===== config.mk =====
export PLATFORM = sky130hd
export DESIGN_NAME = gpio_shared_cs
export DESIGN_NICKNAME = d
export VERILOG_FILES = /design/src/rtl/gpio_pkg.sv /design/src/rtl/gpio_cfg_regs.sv /design/src/rtl/gpio_in_sync.sv /design/src/rtl/gpio_pin_drive.sv /design/src/rtl/gpio_shared_cs.sv
export SDC_FILE = /design/constraint.sdc
export NUM_CORES = 1
export LEC_CHECK = 0
export BUFFER_PORTS_ARGS = -buffer_cell sky130_fd_sc_hd__buf_2
export CELL_PAD_IN_SITES_DETAIL_PLACEMENT = 0
export CELL_PAD_IN_SITES_GLOBAL_PLACEMENT = 1
export CORE_AREA = 5 5 96 98
export CTS_BUF_LIST = sky130_fd_sc_hd__clkbuf_4
export DETAILED_ROUTE_END_ITERATION = 12
export DIE_AREA = 0 0 101 103
export PLACE_DENSITY = 0.8
export SETUP_SLACK_MARGIN = 0.3
export SLEW_MARGIN = 20
export SYNTH_ARGS = -nofsm -noshare
export SYNTH_HDL_FRONTEND = slang
export SYNTH_HIERARCHICAL = 1
export SYNTH_SLANG_ARGS = --single-unit

===== constraint.sdc =====
create_clock -name clk -period 0.9 [get_ports clk]
set_input_delay 0 -clock clk [delete_from_list [all_inputs] [get_ports clk]]
set_output_delay 0 -clock clk [all_outputs]
set_load 0.005 [all_outputs]

===== src/rtl/gpio_pkg.sv =====
package gpio_pkg;
    localparam int PIN_COUNT   = 12;
    localparam int CS2_COUNT   = 5;
    localparam int BOOT_PIN    = 11;
    localparam int REG_W       = 32;
    localparam int PULL_LSB    = 16;
    localparam int SYNC_STAGES = 2;

    typedef enum logic {
        SEL_CFG  = 1'b0,
        SEL_DATA = 1'b1
    } reg_sel_e;
endpackage


===== src/rtl/gpio_cfg_regs.sv =====
module gpio_cfg_regs
    import gpio_pkg::*;
#(
    parameter int N        = PIN_COUNT,
    parameter int W        = REG_W,
    parameter int PULL_POS = PULL_LSB
) (
    input  logic         clk,
    input  logic         rst_n,
    input  logic         we,
    input  reg_sel_e     sel,
    input  logic [W-1:0] wdata,
    output logic [N-1:0] dir_q,
    output logic [N-1:0] pull_q,
    output logic [N-1:0] data_q
);
    always_ff @(posedge clk or negedge rst_n) begin
        if (!rst_n) begin
            dir_q  <= '0;
            pull_q <= '1;
            data_q <= '0;
        end else if (we) begin
            unique case (sel)
                SEL_CFG: begin
                    dir_q  <= wdata[N-1:0];
                    pull_q <= wdata[PULL_POS +: N];
                end
                SEL_DATA: data_q <= wdata[N-1:0];
            endcase
        end
    end
endmodule


===== src/rtl/gpio_in_sync.sv =====
module gpio_in_sync
    import gpio_pkg::*;
#(
    parameter int N      = PIN_COUNT,
    parameter int STAGES = SYNC_STAGES
) (
    input  logic         clk,
    input  logic         rst_n,
    input  logic [N-1:0] d,
    output logic [N-1:0] q
);
    logic [N-1:0] stage_q [STAGES];

    generate
        for (genvar s = 0; s < STAGES; s++) begin : g_stage
            always_ff @(posedge clk or negedge rst_n) begin
                if (!rst_n) stage_q[s] <= '0;
                else if (s == 0) stage_q[s] <= d;
                else stage_q[s] <= stage_q[(s == 0) ? 0 : s-1];
            end
        end
    endgenerate

    assign q = stage_q[STAGES-1];
endmodule


===== src/rtl/gpio_pin_drive.sv =====
module gpio_pin_drive
    import gpio_pkg::*;
#(
    parameter int N        = PIN_COUNT,
    parameter int CS2_N    = CS2_COUNT,
    parameter int BOOT_IDX = BOOT_PIN
) (
    input  logic [N-1:0]     dir,
    input  logic [N-1:0]     pull,
    input  logic [N-1:0]     data,
    input  logic [CS2_N-1:0] spi2_cs_n,
    input  logic             spi1_cs_n,
    input  logic             boot_active,
    output logic [N-1:0]     oe,
    output logic [N-1:0]     out,
    output logic [N-1:0]     pu
);
    logic [N-1:0] gate;
    logic [N-1:0] level;

    generate
        for (genvar i = 0; i < N; i++) begin : g_pin
            if (i < CS2_N) begin : g_cs2
                assign gate[i] = spi2_cs_n[i];
            end else if (i == BOOT_IDX) begin : g_boot
                assign gate[i] = boot_active ? spi1_cs_n : 1'b1;
            end else begin : g_plain
                assign gate[i] = 1'b1;
            end
            assign level[i] = data[i] & gate[i];
            assign oe[i]    = dir[i];
            assign out[i]   = dir[i] & level[i];
            assign pu[i]    = pull[i] & ~(dir[i] & ~level[i]);
        end
    endgenerate
endmodule


===== src/rtl/gpio_shared_cs.sv =====
module gpio_shared_cs
    import gpio_pkg::*;
#(
    parameter int N        = PIN_COUNT,
    parameter int CS2_N    = CS2_COUNT,
    parameter int BOOT_IDX = BOOT_PIN,
    parameter int W        = REG_W,
    parameter int PULL_POS = PULL_LSB
) (
    input  logic             clk,
    input  logic             rst_n,
    input  logic             reg_we,
    input  logic             reg_addr,
    input  logic [W-1:0]     reg_wdata,
    output logic [W-1:0]     reg_rdata,
    input  logic [N-1:0]     pad_in,
    input  logic [CS2_N-1:0] spi2_cs_n,
    input  logic             spi1_cs_n,
    input  logic             boot_active,
    output logic [N-1:0]     pad_oe,
    output logic [N-1:0]     pad_out,
    output logic [N-1:0]     pad_pu
);
    logic [N-1:0] dir_q, pull_q, data_q, pad_sync;
    reg_sel_e     sel;

    assign sel = reg_sel_e'(reg_addr);

    gpio_cfg_regs #(.N(N), .W(W), .PULL_POS(PULL_POS)) u_regs (
        .clk(clk), .rst_n(rst_n), .we(reg_we), .sel(sel), .wdata(reg_wdata),
        .dir_q(dir_q), .pull_q(pull_q), .data_q(data_q)
    );

    gpio_in_sync #(.N(N), .STAGES(SYNC_STAGES)) u_sync (
        .clk(clk), .rst_n(rst_n), .d(pad_in), .q(pad_sync)
    );

    gpio_pin_drive #(.N(N), .CS2_N(CS2_N), .BOOT_IDX(BOOT_IDX)) u_drive (
        .dir(dir_q), .pull(pull_q), .data(data_q),
        .spi2_cs_n(spi2_cs_n), .spi1_cs_n(spi1_cs_n), .boot_active(boot_active),
        .oe(pad_oe), .out(pad_out), .pu(pad_pu)
    );

    always_comb begin
        reg_rdata = '0;
        unique case (sel)
            SEL_CFG: begin
                reg_rdata[N-1:0]          = dir_q;
                reg_rdata[PULL_POS +: N]  = pull_q;
            end
            SEL_DATA: reg_rdata[N-1:0] = pad_sync;
        endcase
    end
endmodule


==> key figures, run 1 <==
Setup path
  – Critical Path Start: u_regs/dir_q[0]
  – Worst path arrival time: around 1.2 ns
  – Critical Path Slowest Stage Cell: dfrtp_2
  – Buf/Inv on CP: 1
  – CP max stage delay: 0.46 ns
  – Worst Path Max Fanout: 5
  – Worst flop-to-flop path startpoint: u_regs/dir_q[11]
  – Crit-path cells: mux2_4, buf_6
  – Data required time of the critical path: 0.90 ns
  – Family with the most delay on the worst path: flip-flops
  – CP Class: flop to output pin
  – Crit. End Element: output pin
  – Worst setup SP type: flop

Route
  – # DRC: 0
  – DRT antenna net count: 0
  – Vias: approximately 1900
  – DR pass1 iterations: 4
  – 1st-iter DRT viols: between 70 and 80
  – Routed Wire Length: between 6000 and 7000 um
  – Via density: between 4 and 5
  – Routed WL per cell: roughly 14 um

Placement
  – Final Wtd Congestion: ~0.7
  – Hpwl dp: approximately 4300 um
  – I/O Buffers: 106
  – Post-DP Area: approximately 3500 sq um
  – Placed cells: 390

Logic synthesis
  – Mapped Cells: 200
  – Ys async rst share: 1.000
  – Flops & latches, synth: 60
  – Most frequent cell after synthesis: dfrtp_1
  – Post-synth top area cell: dfrtp_1
  – Seq/Total Area, Yosys: 0.5391
  – Yosys top cell area share: 0.4270
  – Main area contributors after synthesis: dfrtp_1 (43%), mux2_4 (15%), dfstp_2 (11%), buf_4 (8.8%), mux2_2 (8.0%)
  – Synthesized area: roughly 2800 sq um
  – Yosys warns: 6
  – Synth top cells by count: dfrtp_1 (48), buf_4 (33), mux2_4 (28), mux2_2 (20), dfstp_2 (12)
  – Top FF cell, synth: dfrtp_1
  – Post-synthesis cell type count: 21
  – Syn_area_per_cell: about 14 sq um
  – Post-synth EDFFs: 0

Power
  – Lkg Pwr: 2.160 nW
  – VDD IR-drop max: between 0.0006 and 0.0007 V
  – Final Total Pwr: between 6 and 7 mW
  – Power Dens Cells: roughly 1600 nW/um^2

Final layout
  – Core Util, Final: 0.5049
  – Antenna diode count: 0
  – Layout area overhead: 50.44%
  – Share of cells above drive strength 1: 0.6957
  – Final nets: around 400
  – Non-filler cells, final: between 400 and 500
  – Final instance area: ~4200 sq um

Outcome
  – Status: complete, but fails checks
  – Failing checks: hold timing, setup timing

Floorplanning
  – # IOs: around 120
  – Core area: 8381 sq um
  – Die W: ~100 um
  – Std cell rows: 34
  – Die height: between 100 and 150 um
  – Full die area: 10400 sq um
  – Initial Utilization: 0.3356

STA
  – Final setup violation count: roughly 70
  – Hold Fails Final Rpt: 16
  – Min setup slack post-route: -0.3404 ns
  – Fin. max-slew vios: 0
  – Max Fclk: roughly 0.8 GHz
  – Post-route clock period utilization: 1.378
  – Post-layout min period: around 1.2 ns
  – Fin Hold WS: -0.1415 ns
  – Post-Route Skew: between 0.005 and 0.006 ns
  – RSZ-0062 raised after global routing: true

Clock tree
  – CTS buffer count: 9
  – Htree depth: 3
  – CTS root buf: clkbuf_4
  – Clock buffer depth: 2
  – Clock Sinks: 60
  – CTS clock-pin slew for the worst setup and hold paths: about 0.09 ns
  – Insertion delay to the later sink of the worst-skew pair: 0.38 ns
  – CTS tree: yes

Global routing
  – Grt ovf: 0
  – First-pass GRT wire length: approximately 10000 um
  – Vias in the first global route: a little under 2000
  – GRT Total Usage: 0.1230
  – Largest net degree at the start of global routing: between 60 and 70
  – Initial antenna violation count: 0

Min path
  – Hold/Removal Path Class: input port to flop
  – Min-delay src: reg_wdata[0]

Job
  – Max_cap viols: 0
-- layout by cell type, fill, tap and decap left out, drive strengths merged --
| cell type | instances |
|---|---|
| clkinvlp | 2 |
| nor2b | 11 |
| clkinv | 5 |
| clkbuf | 9 |
| and3 | 6 |
| mux2 | 48 |
| buf | 132 |
| and2b | 2 |
| and2 | 6 |
| dfrtp | 48 |
| conb | 8 |
| o211a | 1 |
| dfstp | 12 |
| a21boi | 11 |
| dlygate4sd3 | 29 |
| nand2b | 2 |
| nand2 | 6 |
| inv | 7 |
-- logic make-up after synthesis --
logic type / synth area share
AO/OA/AOI/OAI: 0.03292
AND/OR/NAND/NOR: 0.07473
flip-flops: 0.5391
buffers and inverters: 0.1223
multiplexers: 0.2295
other: 0.001333
-- stage by stage --
| step | TNS [ns] | setup slack [ns] |
|---|---|---|
| finish | -14.88 | -0.3404 |
| global route | -20.14 | -0.4309 |
| CTS | -16.76 | -0.3916 |
| detailed placement | -0.7595 | -0.04715 |
| global placement | -0.4042 | -0.02699 |
| floorplan | 0 | 0.09980 |
-- final timing paths --
| kind | slack [ns] | endpoint | cells past startpoint |
|---|---|---|---|
| max | -0.34 | reg_rdata[0] | 2 |
| min | -0.14 | u_regs/dir_q[0] | 2 |
| max reg2reg | -0.23 | u_regs/dir_q[11] | 4 |
| min reg2reg | 0.35 | u_sync/q[1] | 0 |
| max in group asynchronous | 0.44 | u_regs/pull_q[0] | 3 |
| min in group asynchronous | 0.13 | u_sync/q[9] | 3 |
-- power breakdown --
group          switching (mW)  internal, mW  leakage [nW]
Combinational           0.658          1.43          1.41
Sequential              0.251          3.06         0.683
Clock                   0.990         0.551        0.0615
-- metal layers --
metal	GRT usage	wire [um]	vias up
met5	0	0	-
met4	0.03988	47	0
met3	0.04398	471	6
met2	0.2030	3425	65
met1	0.1509	2618	919
li1	-	-	912
-- state kept, by name, summed over array words and instances (netlist names) --
name,flops
u_regs/data_q,12
u_regs/dir_q,12
u_regs/pull_q,12
u_sync/q,12
u_sync/stage_q,12
-- worst register-to-register path: cells and delay by family (launching register included) --
family                 cells  cell delay, ns
muxes                      1            0.25
buffers and inverters      3            0.33
DFF                        1            0.45
-- layout make-up --
cell class / count / area [sq um]
fill: 725 / 4149
sequential: 60 / 1521
timing repair buffer: 161 / 1260
multi-input combinational: 101 / 1177
tap: 108 / 135.1
clock buffer: 9 / 67.56
clock inverter: 7 / 43.79
inverter: 7 / 26.28
-- repair_timing --
action | CTS | global route
setup endpoints to repair | 96 | 96
setup buffers | 13 | 5
hold buffers | 27 | 2
pin swaps | 11 | 2
resized for setup | 26 | 20
hold endpoints to repair | 108 | 20
Note: power is estimated with default switching activity, not from simulation.
==> inputs of run 2 (changes only) <==
- GPL_TIMING_DRIVEN: unset -> 0
==> key figures, run 2 (synthesized netlist as in run 1, its figures left out) <==
Outcome
  – Status: complete, but fails checks (unchanged)
  – Failing checks: hold timing, setup timing (unchanged)

Setup path
  – Worst path arrival time: 1.27 ns (was 1.24 ns)
  – Worst Path Max Fanout: 1 (was 5)
  – Crit. End Element: output pin (unchanged)
  – Worst r2r path cells: 4 (unchanged)
  – CP endpoint: reg_rdata[7] (was reg_rdata[0])
  – Worst flop-to-flop path startpoint: u_regs/dir_q[10] (was u_regs/dir_q[11])
  – Critical Path Start: u_sync/q[7] (was u_regs/dir_q[0])
  – Data required time of the critical path: 0.90 ns (about the same)
  – R2r endpoint: u_regs/dir_q[10] (was u_regs/dir_q[11])
  – Reg-to-reg setup timing slack: -0.24 ns (was -0.23 ns)
  – CP Class: flop to output pin (unchanged)
  – Worst setup SP type: flop (unchanged)

Global routing
  – First-pass GRT wire length: 11260 um (was 9770 um)
  – Initial antenna violation count: 0 (unchanged)
  – GRT Total Usage: 0.1439 (was 0.1230)
  – Largest net degree at the start of global routing: 61 (unchanged)
  – Grt ovf: 0 (unchanged)
  – Vias in the first global route: 2230 (was 1953)

Clock tree
  – Clock buffer depth: 2 (unchanged)
  – CTS clock-pin slew for the worst setup and hold paths: 0.11 ns (was 0.09 ns)
  – CTS tree: yes (unchanged)
  – CTS root buf: clkbuf_4 (unchanged)
  – Htree depth: 3 (unchanged)
  – CTS buffer count: 9 (unchanged)
  – Clock Sinks: 60 (unchanged)
  – Insertion delay to the later sink of the worst-skew pair: 0.39 ns (was 0.38 ns)

Route
  – DR pass1 iterations: 4 (unchanged)
  – 1st-iter DRT viols: 53 (was 73)
  – Routed WL per cell: 15.23 um (was 14.49 um)
  – # DRC: 0 (unchanged)
  – Routed Wire Length: 7540 um (was 6562 um)
  – DRT antenna net count: 0 (unchanged)
  – Via density: 4.212 (was 4.199)
  – Vias: 2085 (was 1902)

Job
  – Max_cap viols: 0 (unchanged)

Floorplanning
  – Die height: 103 um (unchanged)
  – Die W: 101 um (unchanged)
  – Core area: 8381 sq um (unchanged)
  – Std cell rows: 34 (unchanged)
  – Initial Utilization: 0.3356 (unchanged)
  – # IOs: 123 (unchanged)
  – Full die area: 10400 sq um (unchanged)

STA
  – Relative slew margins: 0.4924
  – Min setup slack post-route: -0.3659 ns (was -0.3404 ns)
  – Setup TNS: -17.53 ns (was -14.88 ns)
  – Final setup violation count: 65 (was 68)
  – Hold Fails Final Rpt: 50 (was 16)
  – Fin. max-slew vios: 0 (unchanged)
  – Post-route clock period utilization: 1.407 (was 1.378)
  – RSZ-0062 raised after global routing: true (unchanged)
  – Post-Route Skew: 0.008372 ns (was 0.005819 ns)
  – Post-layout min period: 1.266 ns (was 1.240 ns)
  – Fin Hold WS: -0.3469 ns (was -0.1415 ns)
  – Max Fclk: 0.7900 GHz (was 0.8062 GHz)
  – Worst-Margin Slew: 0.7613 ns

Final layout
  – Leading cell types in the layout, fill and taps excluded: buf_6 (76), buf_2 (73), mux2_4 (46) (was buf_2 (84), mux2_4 (45), dfrtp_1 (44))
  – Area of the multi-input gates: 1191 sq um (was 1177 sq um)
  – Antenna diode count: 0 (unchanged)
  – Sequential cell area: 1525 sq um (was 1521 sq um)
  – Layout area overhead: 71.57% (was 50.44%)
  – Share of cells above drive strength 1: 0.7261 (was 0.6957)
  – Commonest non-fill, non-tap cell in the layout: buf_6 (was buf_2)
  – Final nets: 437 (was 395)
  – Fill cells: 693 (was 725)
  – Final instance area: 4826 sq um (was 4232 sq um)

Power
  – Power Dens Cells: 1778 nW/um^2 (was 1638 nW/um^2)
  – VDD IR-drop max: 0.0009093 V (was 0.0006166 V)
  – Lkg Pwr: 2.450 nW (was 2.160 nW)

Min path
  – Hold/Removal Path Class: input port to asynchronous set/reset pin (was input port to flop)

Placement
  – I/O Buffers: 106 (unchanged)
  – Final Wtd Congestion: 0.7054 (was 0.7064)
  – Post-DP Area: 3697 sq um (was 3476 sq um)
  – Hpwl dp: 4516 um (was 4264 um)
run 2: timing repair:
item / in CTS / in global routing
setup buffers: 17 / 6
gates resized for setup: 50 / 39
hold buffers: 31 / 4
pin swaps: 11 / 5
endpoints found under the hold margin: 96 / 58
setup endpoints to repair: 96 / 96
run 2: how the worst min path moves through the flow:
stage               startpoint            endpoint  slack, ns  cells after the start
floorplan                rst_n    u_regs/data_q[0]      -0.30                      0
global placement    pad_in[11]  u_sync/stage_q[23]       0.11                      1
detailed placement   pad_in[4]  u_sync/stage_q[16]       0.11                      1
CTS                      rst_n         u_sync/q[9]      -0.33                      1
global route             rst_n    u_regs/data_q[9]      -0.31                      1
finish                   rst_n    u_regs/data_q[9]      -0.35                      1
run 2: layout make-up:
type | instances | share of cell area
Clock inverter | 7 | 0.02878
Timing Repair Buffer | 164 | 0.2787
Inverter | 7 | 0.005445
Tap cell | 108 | 0.02800
Sequential cell | 60 | 0.3160
Buffer | 39 | 0.08219
Multi-Input combinational cell | 101 | 0.2468
Clock buffer | 9 | 0.01400
run 2: metrics by stage:
| step | worst slack [ns] | hold WS [ns] | utilization | cells | power, mW |
|---|---|---|---|---|---|
| after floorplan | 0.09980 | -0.2956 | - | 207 | 4.382 |
| after global placement | -0.3316 | 0.1086 | 0.4409 | 421 | 5.035 |
| after detailed placement | -0.1470 | 0.1097 | 0.4412 | 421 | 5.070 |
| after CTS | -0.4136 | -0.3289 | 0.5473 | 485 | 8.427 |
| after global routing | -0.4692 | -0.3123 | 0.5758 | 495 | 9.061 |
| final | -0.3659 | -0.3469 | 0.5758 | 495 | 8.582 |
run 2: power breakdown:
group | switching, mW | internal (mW) | total, mW
combinational | 0.763 | 1.79 | 2.55
sequential | 0.268 | 3.06 | 3.33
clock | 1.03 | 1.68 | 2.70
run 2: worst max-delay path: stages, from the launching register on:
cell and delay, ns:
dfrtp_1 0.40, buf_6 0.11, mux2_4 0.25, buf_6 0.11
run 2: per-layer routing:
layer,share of wire,track usage
met3,0.063,0.04871
met5,0,0
met1,0.39,0.1666
met4,0.014,0.04806
met2,0.54,0.2506
==> inputs of run 3 (changes only) <==
- RECOVER_POWER: unset -> 50
==> key figures, run 3 (synthesized netlist as in run 1, its figures left out) <==
Clock tree
  – Htree depth: 3 (unchanged)
  – Clock buffer depth: 2 (unchanged)
  – CTS root buf: clkbuf_4 (unchanged)
  – CTS tree: yes (unchanged)
  – Insertion delay to the later sink of the worst-skew pair: 0.39 ns (about the same)
  – Clock Sinks: 60 (unchanged)
  – CTS clock-pin slew for the worst setup and hold paths: 0.11 ns (about the same)
  – CTS buffer count: 9 (unchanged)

Setup path
  – Critical Path Slowest Stage Cell: dfrtp_1 (unchanged)
  – CP max stage delay: 0.40 ns (about the same)
  – Worst path arrival time: 1.27 ns (about the same)
  – Worst flop-to-flop path startpoint: u_regs/dir_q[10] (unchanged)
  – Most frequent CP cell: buf_6 (unchanged)
  – R2r endpoint: u_regs/dir_q[10] (unchanged)
  – Data required time of the critical path: 0.90 ns (about the same)
  – CP Class: flop to output pin (unchanged)
  – Worst setup SP type: flop (unchanged)
  – Crit. End Element: output pin (unchanged)
  – Worst Path Max Fanout: 1 (unchanged)
  – Reg-to-reg setup timing slack: -0.24 ns (about the same)
  – Crit-path cells: buf_6, mux2_4, buf_6 (unchanged)
  – Worst r2r path cells: 4 (unchanged)

STA
  – Min setup slack post-route: -0.3659 ns (unchanged)
  – Post-route clock period utilization: 1.407 (unchanged)
  – Relative slew margins: 0.4495 (was 0.4924)
  – Post-layout min period: 1.266 ns (unchanged)
  – Setup TNS: -17.53 ns (about the same)
  – Hold Fails Final Rpt: 50 (unchanged)
  – Final setup violation count: 65 (unchanged)
  – Worst-Margin Slew: 0.8257 ns (was 0.7613 ns)
  – Post-Route Skew: 0.008372 ns (unchanged)
  – Max Fclk: 0.7900 GHz (unchanged)
  – RSZ-0062 raised after global routing: true (unchanged)
  – Fin. max-slew vios: 0 (unchanged)
  – Fin Hold WS: -0.2983 ns (was -0.3469 ns)

Power
  – Power Dens Cells: 1778 nW/um^2 (about the same)
  – Lkg Pwr: 2.449 nW (was 2.450 nW)
  – Sequential power share: 0.388 (about the same)
  – NetSw: 2.056 mW (about the same)
  – Cell Int Power: 6.526 mW (about the same)
  – VDD IR-drop max: 0.0009093 V (about the same)
  – Sw Share: 0.2396 (about the same)
  – Logic pwr share: 0.298 (about the same)
  – Power share of the clock group: 0.315 (about the same)

Global routing
  – Global-route track usage on met2: 0.2506 (unchanged)
  – Vias in the first global route: 2230 (unchanged)
  – GRT Max-Usage Layer: met2 (unchanged)
  – Met3 usage: 0.04871 (unchanged)
  – First-pass GRT wire length: 11260 um (unchanged)
  – GRT Total Usage: 0.1439 (unchanged)
  – GR Layer Usage met1: 0.1666 (unchanged)
  – Largest net degree at the start of global routing: 61 (unchanged)
  – Grt ovf: 0 (unchanged)
  – Initial antenna violation count: 0 (unchanged)

Route
  – DRT antenna net count: 0 (unchanged)
  – DR pass1 iterations: 4 (unchanged)
  – Via density: 4.212 (unchanged)
  – # DRC: 0 (unchanged)
  – 1st-iter DRT viols: 53 (unchanged)
  – Vias: 2085 (unchanged)
  – Routed WL per cell: 15.23 um (about the same)
  – Routed Wire Length: 7539 um (was 7540 um)

Final layout
  – Share of cells above drive strength 1: 0.7261 (unchanged)
  – Layout area overhead: 71.57% (unchanged)
  – Commonest non-fill, non-tap cell in the layout: buf_6 (unchanged)
  – Non-filler cells, final: 495 (unchanged)
  – Leading cell types in the layout, fill and taps excluded: buf_6 (76), buf_2 (73), mux2_4 (46) (unchanged)
  – Final instance area: 4826 sq um (unchanged)
  – Antenna diode count: 0 (unchanged)
  – Fill cells: 693 (unchanged)
  – Final nets: 437 (unchanged)

Placement
  – Placed cells: 421 (unchanged)
  – I/O Buffers: 106 (unchanged)
  – Final Wtd Congestion: 0.7054 (unchanged)
  – Hpwl dp: 4516 um (unchanged)
  – Post-DP Area: 3697 sq um (unchanged)

Floorplanning
  – Core area: 8381 sq um (unchanged)
  – Initial Utilization: 0.3356 (unchanged)
  – Full die area: 10400 sq um (unchanged)
  – # IOs: 123 (unchanged)
  – Std cell rows: 34 (unchanged)
  – Die W: 101 um (unchanged)
  – Die height: 103 um (unchanged)

Outcome
  – Failing checks: hold timing, setup timing (unchanged)
  – Status: complete, but fails checks (unchanged)

Min path
  – Hold/Removal Path Class: input port to asynchronous set/reset pin (unchanged)

Job
  – Max_cap viols: 0 (unchanged)
==> run 3: timing repair <==
item | in CTS | in global routing
endpoints found under the setup margin | 96 | 96
gates resized for setup | 50 | 39
hold buffers | 31 | 4
pin swaps | 11 | 5
setup buffers | 17 | 6
hold endpoints to repair | 96 | 58
==> run 3: critical path, delay by kind of cell, from the launching register on <==
family / cells / cell delay (ns)
buffers and inverters: 2 / 0.22
DFF: 1 / 0.40
muxes: 1 / 0.25
==> run 3: cell type report <==
type	count	area, sq um	share of cell area
tap	108	135.1	0.02800
clock inverter	7	138.9	0.02878
inverter	7	26.28	0.005445
multi-input combinational	101	1191	0.2468
buffer	39	396.6	0.08219
clock buffer	9	67.56	0.01400
timing repair buffer	164	1345	0.2787
sequential	60	1525	0.3160
==> run 3: per-stage QoR <==
step / setup WS, ns / utilization / total power [mW]
global route: -0.4692 / 0.5758 / 9.061
CTS: -0.4136 / 0.5473 / 8.427
finish: -0.3659 / 0.5758 / 8.582
global placement: -0.3316 / 0.4409 / 5.035
floorplan: 0.09980 / - / 4.382
detailed placement: -0.1470 / 0.4412 / 5.070
==> run 3: how the worst max path moves through the flow <==
stage,from,end,slack [ns]
after floorplan,reg_we,u_regs/dir_q[0],0.1
after CTS,u_sync/q[7],reg_rdata[7],-0.41
final,u_sync/q[7],reg_rdata[7],-0.37
after detailed placement,reg_addr,reg_rdata[26],-0.15
after global placement,rst_n,u_sync/stage_q[14],-0.33
after global routing,u_sync/q[7],reg_rdata[7],-0.47
==> run 3: power groups by stage <==
stage	Sequential (mW)	Clock, mW	Combinational [mW]
floorplan	3.28	0	1.11
global placement	3.34	0	1.69
detailed placement	3.36	0	1.71
CTS	3.30	2.80	2.32
global route	3.38	2.95	2.73
finish	3.33	2.70	2.55
==> run 3: layer usage <==
metal / part of all wire / up-vias
li1: - / 986
met1: 0.39 / 1015
met2: 0.54 / 73
met3: 0.063 / 11
met4: 0.014 / 0
met5: 0 / -
